### config.mk
export PLATFORM = sky130hd
export DESIGN_NAME = hash_regif
export DESIGN_NICKNAME = d
export VERILOG_FILES = /design/src/rtl/hash_regif_pkg.sv /design/src/rtl/hash_algo_dec.sv /design/src/rtl/hash_job_ctrl.sv /design/src/rtl/hash_word_store.sv /design/src/rtl/hash_regif.sv
export SDC_FILE = /design/constraint.sdc
export NUM_CORES = 1
export LEC_CHECK = 0
export BUFFER_PORTS_ARGS = -buffer_cell sky130_fd_sc_hd__buf_2
export CORE_MARGIN = 2
export CORE_UTILIZATION = 50
export DETAILED_ROUTE_END_ITERATION = 10
export PLACE_DENSITY = 0.63
export SYNTH_ARGS = -nofsm -noshare
export SYNTH_HDL_FRONTEND = slang
export SYNTH_SLANG_ARGS = --single-unit
### constraint.sdc
create_clock -name clk_i -period 3.5 [get_ports clk_i]
set_input_delay 0.175 -clock clk_i [delete_from_list [all_inputs] [get_ports clk_i]]
set_output_delay 0.175 -clock clk_i [all_outputs]
set_load 0.01 [all_outputs]
### src/rtl/hash_regif_pkg.sv
package hash_regif_pkg;

  typedef enum logic [2:0] {
    ALG_MD5    = 3'd0,
    ALG_SHA1   = 3'd1,
    ALG_SHA224 = 3'd2,
    ALG_SHA256 = 3'd3,
    ALG_SHA384 = 3'd4,
    ALG_SHA512 = 3'd5
  } hash_alg_e;

  // word indices (byte offset / 4)
  localparam int unsigned W_STATUS = 7;
  localparam int unsigned W_SRC    = 8;
  localparam int unsigned W_DST    = 9;
  localparam int unsigned W_LEN    = 11;
  localparam int unsigned W_CMD    = 12;

  localparam int unsigned ST_BUSY_BIT = 0;
  localparam int unsigned ST_DONE_BIT = 9;
  localparam int unsigned CMD_IEN_BIT = 9;

  function automatic logic is_special(int unsigned idx);
    return (idx == W_STATUS) || (idx == W_SRC) || (idx == W_DST) ||
           (idx == W_LEN) || (idx == W_CMD);
  endfunction

endpackage

### src/rtl/hash_algo_dec.sv
module hash_algo_dec
  import hash_regif_pkg::*;
(
  input  logic [2:0] main_sel_i,
  input  logic [2:0] wide_sel_i,
  input  logic [1:0] keyed_i,
  input  logic       list_en_i,
  input  logic       chain_i,
  output logic       valid_o,
  output hash_alg_e  alg_o,
  output logic       unsup_o
);

  always_comb begin
    valid_o = 1'b1;
    alg_o   = ALG_MD5;
    unique case (main_sel_i)
      3'b000: alg_o = ALG_MD5;
      3'b010: alg_o = ALG_SHA1;
      3'b100: alg_o = ALG_SHA224;
      3'b101: alg_o = ALG_SHA256;
      3'b110: begin
        unique case (wide_sel_i)
          3'b000:  alg_o = ALG_SHA512;
          3'b001:  alg_o = ALG_SHA384;
          3'b010:  alg_o = ALG_SHA256;
          3'b011:  alg_o = ALG_SHA224;
          default: valid_o = 1'b0;
        endcase
      end
      default: valid_o = 1'b0;
    endcase
  end

  assign unsup_o = (|keyed_i) | list_en_i | chain_i;

endmodule

### src/rtl/hash_job_ctrl.sv
module hash_job_ctrl
  import hash_regif_pkg::*;
(
  input  logic      clk_i,
  input  logic      rst_ni,
  input  logic      cmd_wr_i,
  input  logic      alg_valid_i,
  input  hash_alg_e alg_i,
  input  logic      unsup_i,
  input  logic      irq_en_i,
  input  logic      st_clr_i,
  input  logic      done_i,
  output logic      cmd_accept_o,
  output logic      busy_o,
  output logic      st_done_o,
  output logic      start_o,
  output hash_alg_e alg_o,
  output logic      irq_o,
  output logic      unsup_o,
  output logic      drop_o
);

  logic      busy_q, st_done_q, start_q, irq_q, unsup_q, drop_q;
  hash_alg_e alg_q;

  assign cmd_accept_o = cmd_wr_i & ~busy_q;

  always_ff @(posedge clk_i or negedge rst_ni) begin
    if (!rst_ni) begin
      busy_q    <= 1'b0;
      st_done_q <= 1'b0;
      start_q   <= 1'b0;
      irq_q     <= 1'b0;
      unsup_q   <= 1'b0;
      drop_q    <= 1'b0;
      alg_q     <= ALG_MD5;
    end else begin
      start_q <= 1'b0;
      // completion beats an acknowledge on the same edge
      if (done_i && busy_q) begin
        busy_q    <= 1'b0;
        st_done_q <= 1'b1;
        if (irq_en_i) irq_q <= 1'b1;
      end else if (st_clr_i) begin
        st_done_q <= 1'b0;
        irq_q     <= 1'b0;
      end
      if (cmd_wr_i) begin
        if (busy_q) begin
          drop_q <= 1'b1;
        end else begin
          if (unsup_i) unsup_q <= 1'b1;
          if (alg_valid_i) begin
            start_q <= 1'b1;
            busy_q  <= 1'b1;
            alg_q   <= alg_i;
          end
        end
      end
    end
  end

  assign busy_o    = busy_q;
  assign st_done_o = st_done_q;
  assign start_o   = start_q;
  assign alg_o     = alg_q;
  assign irq_o     = irq_q;
  assign unsup_o   = unsup_q;
  assign drop_o    = drop_q;

endmodule

### src/rtl/hash_word_store.sv
module hash_word_store
  import hash_regif_pkg::*;
#(
  parameter int unsigned NUM_WORDS = 25,
  parameter int unsigned IDX_W     = 10,
  parameter int unsigned DATA_W    = 32
) (
  input  logic              clk_i,
  input  logic              rst_ni,
  input  logic              we_i,
  input  logic [IDX_W-1:0]  idx_i,
  input  logic [DATA_W-1:0] wdata_i,
  output logic [DATA_W-1:0] rdata_o
);

  logic [DATA_W-1:0] words [NUM_WORDS];

  for (genvar i = 0; i < NUM_WORDS; i++) begin : g_word
    if (is_special(i)) begin : g_hole
      assign words[i] = '0;
    end else begin : g_flop
      always_ff @(posedge clk_i or negedge rst_ni) begin
        if (!rst_ni)                              words[i] <= '0;
        else if (we_i && idx_i == IDX_W'(i))      words[i] <= wdata_i;
      end
    end
  end

  always_comb begin
    rdata_o = '0;
    for (int i = 0; i < NUM_WORDS; i++) begin
      if (idx_i == IDX_W'(i)) rdata_o = words[i];
    end
  end

endmodule

### src/rtl/hash_regif.sv
module hash_regif
  import hash_regif_pkg::*;
#(
  parameter int unsigned       ADDR_W    = 12,
  parameter int unsigned       NUM_WORDS = 25,
  parameter logic [31:0]       SRC_MASK  = 32'h7FFF_FFFF,
  parameter logic [31:0]       DST_MASK  = 32'h7FFF_FFF8,
  parameter logic [31:0]       LEN_MASK  = 32'h0FFF_FFFF
) (
  input  logic              clk_i,
  input  logic              rst_ni,
  input  logic              bus_we_i,
  input  logic              bus_re_i,
  input  logic [ADDR_W-1:0] bus_addr_i,
  input  logic [31:0]       bus_wdata_i,
  output logic [31:0]       bus_rdata_o,
  output logic              job_start_o,
  output logic [2:0]        job_alg_o,
  output logic [31:0]       job_src_o,
  output logic [31:0]       job_dst_o,
  output logic [31:0]       job_len_o,
  input  logic              job_done_i,
  output logic              irq_o,
  output logic              unsup_o,
  output logic              cmd_drop_o
);

  localparam int unsigned IDX_W     = ADDR_W - 2;
  localparam int unsigned WIN_BYTES = NUM_WORDS * 4;

  logic [IDX_W-1:0] widx;
  logic             in_win, wr_ok;
  logic             sel_st, sel_src, sel_dst, sel_len, sel_cmd, sel_gen;

  assign widx    = bus_addr_i[ADDR_W-1:2];
  assign in_win  = bus_addr_i < ADDR_W'(WIN_BYTES);
  assign wr_ok   = bus_we_i & in_win;
  assign sel_st  = widx == IDX_W'(W_STATUS);
  assign sel_src = widx == IDX_W'(W_SRC);
  assign sel_dst = widx == IDX_W'(W_DST);
  assign sel_len = widx == IDX_W'(W_LEN);
  assign sel_cmd = widx == IDX_W'(W_CMD);
  assign sel_gen = ~(sel_st | sel_src | sel_dst | sel_len | sel_cmd);

  logic [31:0] src_q, dst_q, len_q, cmd_q;
  logic        cmd_accept;

  always_ff @(posedge clk_i or negedge rst_ni) begin
    if (!rst_ni) begin
      src_q <= '0;
      dst_q <= '0;
      len_q <= '0;
      cmd_q <= '0;
    end else if (wr_ok) begin
      if (sel_src)                src_q <= bus_wdata_i & SRC_MASK;
      if (sel_dst)                dst_q <= bus_wdata_i & DST_MASK;
      if (sel_len)                len_q <= bus_wdata_i & LEN_MASK;
      if (sel_cmd && cmd_accept)  cmd_q <= bus_wdata_i;
    end
  end

  logic      alg_valid, cmd_unsup;
  hash_alg_e dec_alg, job_alg;

  hash_algo_dec i_dec (
    .main_sel_i (bus_wdata_i[6:4]),
    .wide_sel_i (bus_wdata_i[12:10]),
    .keyed_i    (bus_wdata_i[8:7]),
    .list_en_i  (bus_wdata_i[18]),
    .chain_i    (bus_wdata_i[1]),
    .valid_o    (alg_valid),
    .alg_o      (dec_alg),
    .unsup_o    (cmd_unsup)
  );

  logic busy, st_done;

  hash_job_ctrl i_ctrl (
    .clk_i        (clk_i),
    .rst_ni       (rst_ni),
    .cmd_wr_i     (wr_ok & sel_cmd),
    .alg_valid_i  (alg_valid),
    .alg_i        (dec_alg),
    .unsup_i      (cmd_unsup),
    .irq_en_i     (cmd_q[CMD_IEN_BIT]),
    .st_clr_i     (wr_ok & sel_st & bus_wdata_i[ST_DONE_BIT]),
    .done_i       (job_done_i),
    .cmd_accept_o (cmd_accept),
    .busy_o       (busy),
    .st_done_o    (st_done),
    .start_o      (job_start_o),
    .alg_o        (job_alg),
    .irq_o        (irq_o),
    .unsup_o      (unsup_o),
    .drop_o       (cmd_drop_o)
  );

  logic [31:0] gen_rdata;

  hash_word_store #(
    .NUM_WORDS (NUM_WORDS),
    .IDX_W     (IDX_W),
    .DATA_W    (32)
  ) i_store (
    .clk_i   (clk_i),
    .rst_ni  (rst_ni),
    .we_i    (wr_ok & sel_gen),
    .idx_i   (widx),
    .wdata_i (bus_wdata_i),
    .rdata_o (gen_rdata)
  );

  logic [31:0] status_word;

  always_comb begin
    status_word              = '0;
    status_word[ST_BUSY_BIT] = busy;
    status_word[ST_DONE_BIT] = st_done;
  end

  always_comb begin
    bus_rdata_o = '0;
    if (bus_re_i && in_win) begin
      if      (sel_st)  bus_rdata_o = status_word;
      else if (sel_src) bus_rdata_o = src_q;
      else if (sel_dst) bus_rdata_o = dst_q;
      else if (sel_len) bus_rdata_o = len_q;
      else if (sel_cmd) bus_rdata_o = cmd_q;
      else              bus_rdata_o = gen_rdata;
    end
  end

  assign job_alg_o = job_alg;
  assign job_src_o = src_q;
  assign job_dst_o = dst_q;
  assign job_len_o = len_q;

endmodule

# Word level (Yosys, flattened, before mapping)
# Cells that the tools add are included.
# word_totals
regBits,768
wordCells,157
out_inout_bits,135
inputBits,49
# classes
n_mux,41
eq_ne,32
n_reduce_logical,38
bitwise,14
magnitude_cmp,1
# op_table
op,n
2-to-1 mux 32 bit,26
"== test 10 x 5 -> 1 bit, second input constant",9
"== test 10 x 4 -> 1 bit, second input constant",8
"== test 10 x 3 -> 1 bit, second input constant",4
case mux 3 bit (4 select lines),2
logical AND 1 bit,23
"== test 10 x 2 -> 1 bit, second input constant",2
"less-than comparator 12 x 7 -> 1 bit, second input constant",1
2-to-1 mux 1 bit,12
AND reduction 2 bit,6
"== test 10 x 1 -> 1 bit, second input constant",1
logical NOT 10 bit,1
"== test 3 x 2 -> 1 bit, second input constant",3
"== test 3 bit, second input constant",3
OR reduction 4 bit,2
bitwise AND 1 bit,6
logical NOT 3 bit,2
bitwise OR 1 bit,6
AND reduction 3 bit,2
"== test 3 x 1 -> 1 bit, second input constant",1
"!= test 2 bit, second input constant",1
inverter 1 bit,2
case mux 1 bit (2 select lines),1
nonzero test 2 bit,1
OR reduction 2 bit,1

# Logic depth before layout (Yosys ltp)
# depth
depth_word,27
mapped_depth,11

# Cells and area by module
# Synthesis repeated with hierarchy kept, for this count alone.
# unflattened
hier_cells,2923
hier_area_um2,37332.1
# by_module_without_submodules
mod,area_each_um2,seq_area_each_um2,instances,cells_per_inst
hash_word_store,30747.0,16015.4,1,2392
hash_regif,6159.7,2977.9,1,495
hash_job_ctrl,354.1,225.2,1,25
hash_algo_dec,71.3,0.0,1,11

# Worst setup path after synthesis
# Ideal clock, no wire load.
# synth_path
path_kind,input to output
startpoint,input port bus_addr_i[11]
endpoint,output port bus_rdata_o[26]
arrival_ps,2335
required_ps,3325
path_buffers,4
stages,10
setup_slack_ps,990
path_cell_list,buf_2 or4b_1 buf_4 nor3_4 buf_4 buf_2 a22oi_1 a31oi_1 nor3_1 nor4_1
# synth_between
elab_chain_len,27
word_cells_on_any_way,53
# synth_rtl
element,line,rtl
start: declaration,hash_regif.sv:14,"input logic [ADDR_W-1:0] bus_addr_i,"
logical NOT 10 bit,hash_word_store.sv:32,if (idx_i == IDX_W'(i)) rdata_o = words[i];
2-to-1 mux 32 bit (20 in a row),hash_word_store.sv:32,
2-to-1 mux 32 bit,hash_regif.sv:128,else if (sel_cmd) bus_rdata_o = cmd_q;
2-to-1 mux 32 bit,hash_regif.sv:127,else if (sel_len) bus_rdata_o = len_q;
2-to-1 mux 32 bit,hash_regif.sv:126,else if (sel_dst) bus_rdata_o = dst_q;
2-to-1 mux 32 bit,hash_regif.sv:125,else if (sel_src) bus_rdata_o = src_q;
2-to-1 mux 32 bit,hash_regif.sv:124,if (sel_st) bus_rdata_o = status_word;
2-to-1 mux 32 bit *,hash_regif.sv:123,if (bus_re_i && in_win) begin
end: declaration,hash_regif.sv:16,"output logic [31:0] bus_rdata_o,"
# Mark *: on every way between the ends. The rest lies on a longest branch, timed or not.

# Worst setup path in the final report
# layout_path
startpoint,register i_store.words[690] (netlist bit)
endpoint,output port bus_rdata_o[18]
# layout_between
elab_chain_len,23
# layout_rtl
element,line,rtl
start: declaration,hash_word_store.sv:16,logic [DATA_W-1:0] words [NUM_WORDS];
start signal: indexed assignment,hash_word_store.sv:24,else if (we_i && idx_i == IDX_W'(i)) words[i] <= wdata_i;
2-to-1 mux 32 bit (17 in a row),hash_word_store.sv:32,
2-to-1 mux 32 bit,hash_regif.sv:128,
2-to-1 mux 32 bit,hash_regif.sv:127,
2-to-1 mux 32 bit,hash_regif.sv:126,
2-to-1 mux 32 bit,hash_regif.sv:125,
2-to-1 mux 32 bit,hash_regif.sv:124,
2-to-1 mux 32 bit,hash_regif.sv:123,
# Every way passes these cells.

==> impl_metrics.xml <==
<?xml version="1.0" encoding="UTF-8"?>
<metrics>
  <group name="run_status">
    <metric name="status" unit="">complete, no violations</metric>
  </group>
  <group name="die">
    <metric name="fp.dieH" unit="µm">271</metric>
    <metric name="rows" unit="">98</metric>
    <metric name="die-width" unit="µm">271</metric>
    <metric name="ios" unit="">184</metric>
    <metric name="die-area" unit="µm²">73600</metric>
    <metric name="design.core.area" unit="µm²">71100</metric>
    <metric name="initial_standard_cell_utilization_of_the_core" unit="">0.503</metric>
  </group>
  <group name="sta">
    <metric name="worst_pin_slew" unit="ps">1040</metric>
    <metric name="post-route-worst-setup-slack" unit="ps">70.1</metric>
    <metric name="maxSlewHeadroom" unit="">0.308</metric>
    <metric name="slew_viol_final" unit="">0</metric>
    <metric name="setup-violations-final" unit="">0</metric>
    <metric name="grt_setup_unrepaired" unit="">no</metric>
    <metric name="min_period_over_period" unit="">0.980</metric>
    <metric name="fin_setup_tns" unit="ps">0</metric>
    <metric name="max_clock_freq" unit="MHz">292</metric>
    <metric name="timing.final.crit_period" unit="ps">3430</metric>
    <metric name="finalHoldViolCount" unit="">0</metric>
    <metric name="clock_tree_skew_after_final_layout" unit="ps">16.0</metric>
  </group>
  <group name="route">
    <metric name="wl" unit="mm">122</metric>
    <metric name="dr.max_layer_used" unit="">met5</metric>
    <metric name="drt.antenna.violating_nets" unit="">0</metric>
    <metric name="num_vias" unit="">25809</metric>
    <metric name="routed-wl-met3" unit="mm">9.18</metric>
    <metric name="wl_per_cell" unit="µm">30.9</metric>
    <metric name="m1WireLength" unit="mm">50.1</metric>
    <metric name="drt-initial-drc-count" unit="">2787</metric>
    <metric name="vias_per_cell" unit="">6.54</metric>
    <metric name="met2RoutedLength" unit="mm">56.9</metric>
    <metric name="post-route-drc-count" unit="">0</metric>
    <metric name="drt-pass1-iter-count" unit="">6</metric>
  </group>
  <group name="clock_network">
    <metric name="clockRootBuffer" unit="">sky130_fd_sc_hd__clkbuf_16</metric>
    <metric name="cts.repair.resized" unit="">0</metric>
    <metric name="clkLatencyLatePin" unit="ps">650</metric>
    <metric name="ctsLongestPathBuffers" unit="">3</metric>
    <metric name="cts.repair_timing.setup_buffer_count" unit="">0</metric>
    <metric name="cts_tree" unit="">built</metric>
    <metric name="clock-sinks" unit="">768</metric>
    <metric name="clkTransAtPathRegs" unit="ps">60</metric>
    <metric name="maximum_level_of_the_cts_h_tree" unit="">3</metric>
    <metric name="total_cts_buffers" unit="">82</metric>
    <metric name="cts_hold_buffers" unit="">2</metric>
  </group>
  <group name="synthesis">
    <metric name="syn_avg_cell_area" unit="µm²">13.2</metric>
    <metric name="syn_inst" unit="">2716</metric>
    <metric name="synth-async-reset-ratio" unit="">1.00</metric>
    <metric name="synth_seq_cells" unit="">768</metric>
    <metric name="yosysWarnings" unit="">0</metric>
    <metric name="post_synth_num_cell_types" unit="">81</metric>
    <metric name="synth_enable_flop_cells" unit="">0</metric>
    <metric name="synth_ff_type" unit="">sky130_fd_sc_hd__dfrtp_1</metric>
    <metric name="ys_seq_area_frac" unit="">0.538</metric>
    <metric name="post-synth-top-area-fraction" unit="">0.538</metric>
    <metric name="cell_accounting_for_the_most_synthesized_area" unit="">sky130_fd_sc_hd__dfrtp_1</metric>
    <metric name="synth_top_cells_by_area" unit="">sky130_fd_sc_hd__dfrtp_1, sky130_fd_sc_hd__mux2_2, sky130_fd_sc_hd__mux2_1</metric>
    <metric name="post_synth_instance_area" unit="µm²">35700</metric>
  </group>
  <group name="worst_setup_path">
    <metric name="crit_cells" unit="">7</metric>
    <metric name="regToRegStartpoint" unit="">i_ctrl.busy_o</metric>
    <metric name="endpoint_kind" unit="">output pin</metric>
    <metric name="critical_path.n_buffers_inverters" unit="">1</metric>
    <metric name="timing.critical_path.slowest_stage_cell" unit="">sky130_fd_sc_hd__a2111oi_0</metric>
    <metric name="critical_path.reg2reg.endpoint" unit="">cmd_q[31]</metric>
    <metric name="cpPeakStageDelay" unit="ps">520</metric>
    <metric name="rr_worst_depth" unit="">3</metric>
    <metric name="worstSetupPathType" unit="">flop to output pin</metric>
    <metric name="cp.required" unit="ps">3320</metric>
    <metric name="cpLargestDelayFamily" unit="">compound AO/OA/AOI/OAI gates</metric>
    <metric name="worstPathArrival" unit="ps">3250</metric>
    <metric name="reg2reg_slack" unit="ps">1930</metric>
    <metric name="cp_max_fo" unit="">2</metric>
    <metric name="crit_chain" unit="">mux4_2 &gt; a22o_1 &gt; a2111oi_0 &gt; a21oi_1 &gt; nor3_1 &gt; o22ai_1 &gt; buf_2</metric>
    <metric name="critical_path.startpoint_type" unit="">flop</metric>
  </group>
  <group name="hold_path">
    <metric name="hp-class" unit="">primary input to flop</metric>
    <metric name="min_delay_path_depth" unit="">3</metric>
    <metric name="holdPathEnd" unit="">job_dst_o[20]</metric>
    <metric name="hp-start" unit="">bus_wdata_i[20]</metric>
  </group>
  <group name="power">
    <metric name="power_density" unit="nW/µm²">439</metric>
    <metric name="totalPowerFinal" unit="mW">18.1</metric>
    <metric name="max-vdd-ir-drop" unit="mV">0.385</metric>
    <metric name="power_leakage" unit="nW">20.8</metric>
  </group>
  <group name="global_routing">
    <metric name="grt_remaining_overflow" unit="">0</metric>
    <metric name="grt_antenna_before_repair" unit="">4</metric>
    <metric name="grt_max_degree" unit="">100</metric>
    <metric name="grt_first_pass_wirelength" unit="mm">180</metric>
    <metric name="grt_use_total" unit="">0.331</metric>
    <metric name="first_global_vias" unit="">26493</metric>
  </group>
  <group name="layout">
    <metric name="stdcell_count" unit="">3945</metric>
    <metric name="final_area" unit="µm²">41200</metric>
    <metric name="multi_input_gate_area_in_the_final_layout" unit="µm²">15400</metric>
    <metric name="area.sequential" unit="µm²">19200</metric>
    <metric name="areaGrowthSynthToFinish" unit="%">15.4</metric>
    <metric name="drive_gt1_frac" unit="">0.357</metric>
    <metric name="fillers" unit="">5735</metric>
    <metric name="final_nets" unit="">2986</metric>
  </group>
  <group name="place">
    <metric name="pre_cts_slack" unit="ps">156</metric>
    <metric name="detailed_place_hpwl" unit="mm">80.9</metric>
    <metric name="port-buffer-count" unit="">172</metric>
    <metric name="dp.cells" unit="">3801</metric>
    <metric name="last_weighted_congestion_value_of_the_routability_driven_placer" unit="">0.897</metric>
    <metric name="placed_area" unit="µm²">38600</metric>
  </group>
  <group name="job">
    <metric name="count_of_maximum_capacitance_violations" unit="">0</metric>
  </group>
</metrics>
worst max-delay path by stage:
stage,startpoint,to
after detailed placement,bus_addr_i[7],bus_rdata_o[6]
after global routing,bus_addr_i[7],bus_rdata_o[6]
after CTS,i_store.words[690],bus_rdata_o[18]
after global placement,bus_addr_i[7],bus_rdata_o[6]
after floorplan,bus_addr_i[11],bus_rdata_o[26]
final,i_store.words[690],bus_rdata_o[18]
worst register-to-register path: stages (launching register included):
cell and delay [ps]:
sky130_fd_sc_hd__dfrtp_1 470, sky130_fd_sc_hd__nor3_4 300, sky130_fd_sc_hd__buf_12 250, sky130_fd_sc_hd__mux2_2 430
kinds of logic (layout without fill, tap and decap cells):
logic type | after synthesis | after routing | share of synthesized area
flip-flops | 768 | 768 | 0.538
other | 1 | 10 | 0.000105
AO/OA/AOI/OAI | 498 | 498 | 0.0974
AND/OR/NAND/NOR | 338 | 338 | 0.0508
multiplexers | 840 | 840 | 0.276
buffers and inverters | 271 | 541 | 0.0378
Yosys cell counts, drive strengths merged (13+ instances only):
library cell and instances:
a221o 14, mux4 29, a222oi 16, dfrtp 768, nand3 29, nor3 35
nand4 20, nor2 102, clkbuf 115, a21oi 98, a221oi 30, a31oi 17
nand2 93, a22oi 90, mux2i 23, nor4 13, o22ai 38, mux2 788
buf 149, o221ai 20, o21ai 76
state kept, by name, indices dropped and copies added (netlist names):
name	flops
i_ctrl.drop_o	1
i_store.words	640
job_len_o	28
i_ctrl.irq_o	1
i_ctrl.alg_o	3
job_dst_o	28
job_src_o	31
i_ctrl.busy_o	1
i_ctrl.st_done_o	1
cmd_q	32
i_ctrl.start_o	1
i_ctrl.unsup_o	1
placed cells by master, fill, tap and decap left out, types with 14 or more instances in the layout:
cell type	Yosys	final
sky130_fd_sc_hd__a221oi_1	30	30
sky130_fd_sc_hd__nor3_4	7	15
sky130_fd_sc_hd__mux4_2	29	29
sky130_fd_sc_hd__o21ai_0	76	76
sky130_fd_sc_hd__nand3_1	29	26
sky130_fd_sc_hd__buf_12	0	25
sky130_fd_sc_hd__clkbuf_1	115	22
sky130_fd_sc_hd__a31oi_1	17	17
sky130_fd_sc_hd__mux2i_1	23	23
sky130_fd_sc_hd__o221ai_1	20	20
sky130_fd_sc_hd__nor3_1	19	15
sky130_fd_sc_hd__clkbuf_8	0	15
sky130_fd_sc_hd__o22ai_1	38	38
sky130_fd_sc_hd__buf_4	50	195
sky130_fd_sc_hd__nor2_1	95	90
sky130_fd_sc_hd__a222oi_1	16	16
sky130_fd_sc_hd__mux2_2	429	429
sky130_fd_sc_hd__nand2_1	82	81
sky130_fd_sc_hd__a22oi_1	90	90
sky130_fd_sc_hd__a221o_1	14	14
sky130_fd_sc_hd__buf_2	86	169
sky130_fd_sc_hd__a21oi_1	98	98
sky130_fd_sc_hd__mux2_4	30	30
sky130_fd_sc_hd__dfrtp_1	768	768
sky130_fd_sc_hd__clkbuf_16	0	83
sky130_fd_sc_hd__mux2_1	329	329
sky130_fd_sc_hd__nand4_1	20	20
metrics by stage:
stage	hold WS (ps)	utilization
after floorplan	-121	-
after global routing	63.3	0.580
after detailed placement	337	0.543
after CTS	2.93	0.580
after global placement	340	0.543
final	20.0	0.580
layout make-up:
cell class	instances	area share
timing repair buffer	393	0.0693
tap	950	0.0288
antenna	1	0.0000607
clock buffer	120	0.0574
multi-input combinational	1685	0.373
inverter	7	0.000637
clock inverter	21	0.00485
sequential	768	0.466
where the power goes:
part / internal [mW] / switching, mW / total [mW]
combinational: 0.156 / 0.567 / 0.723
sequential: 8.89 / 0.00398 / 8.89
clock: 4.84 / 3.64 / 8.48
total: 13.9 / 4.21 / 18.1
routing by layer:
| layer | up-vias | track usage |
|---|---|---|
| li1 | 10558 | - |
| met1 | 13746 | 0.454 |
| met2 | 1211 | 0.521 |
| met3 | 290 | 0.0594 |
| met4 | 4 | 0.143 |
| met5 | - | 0 |
Power figures use the tool's default switching activity.
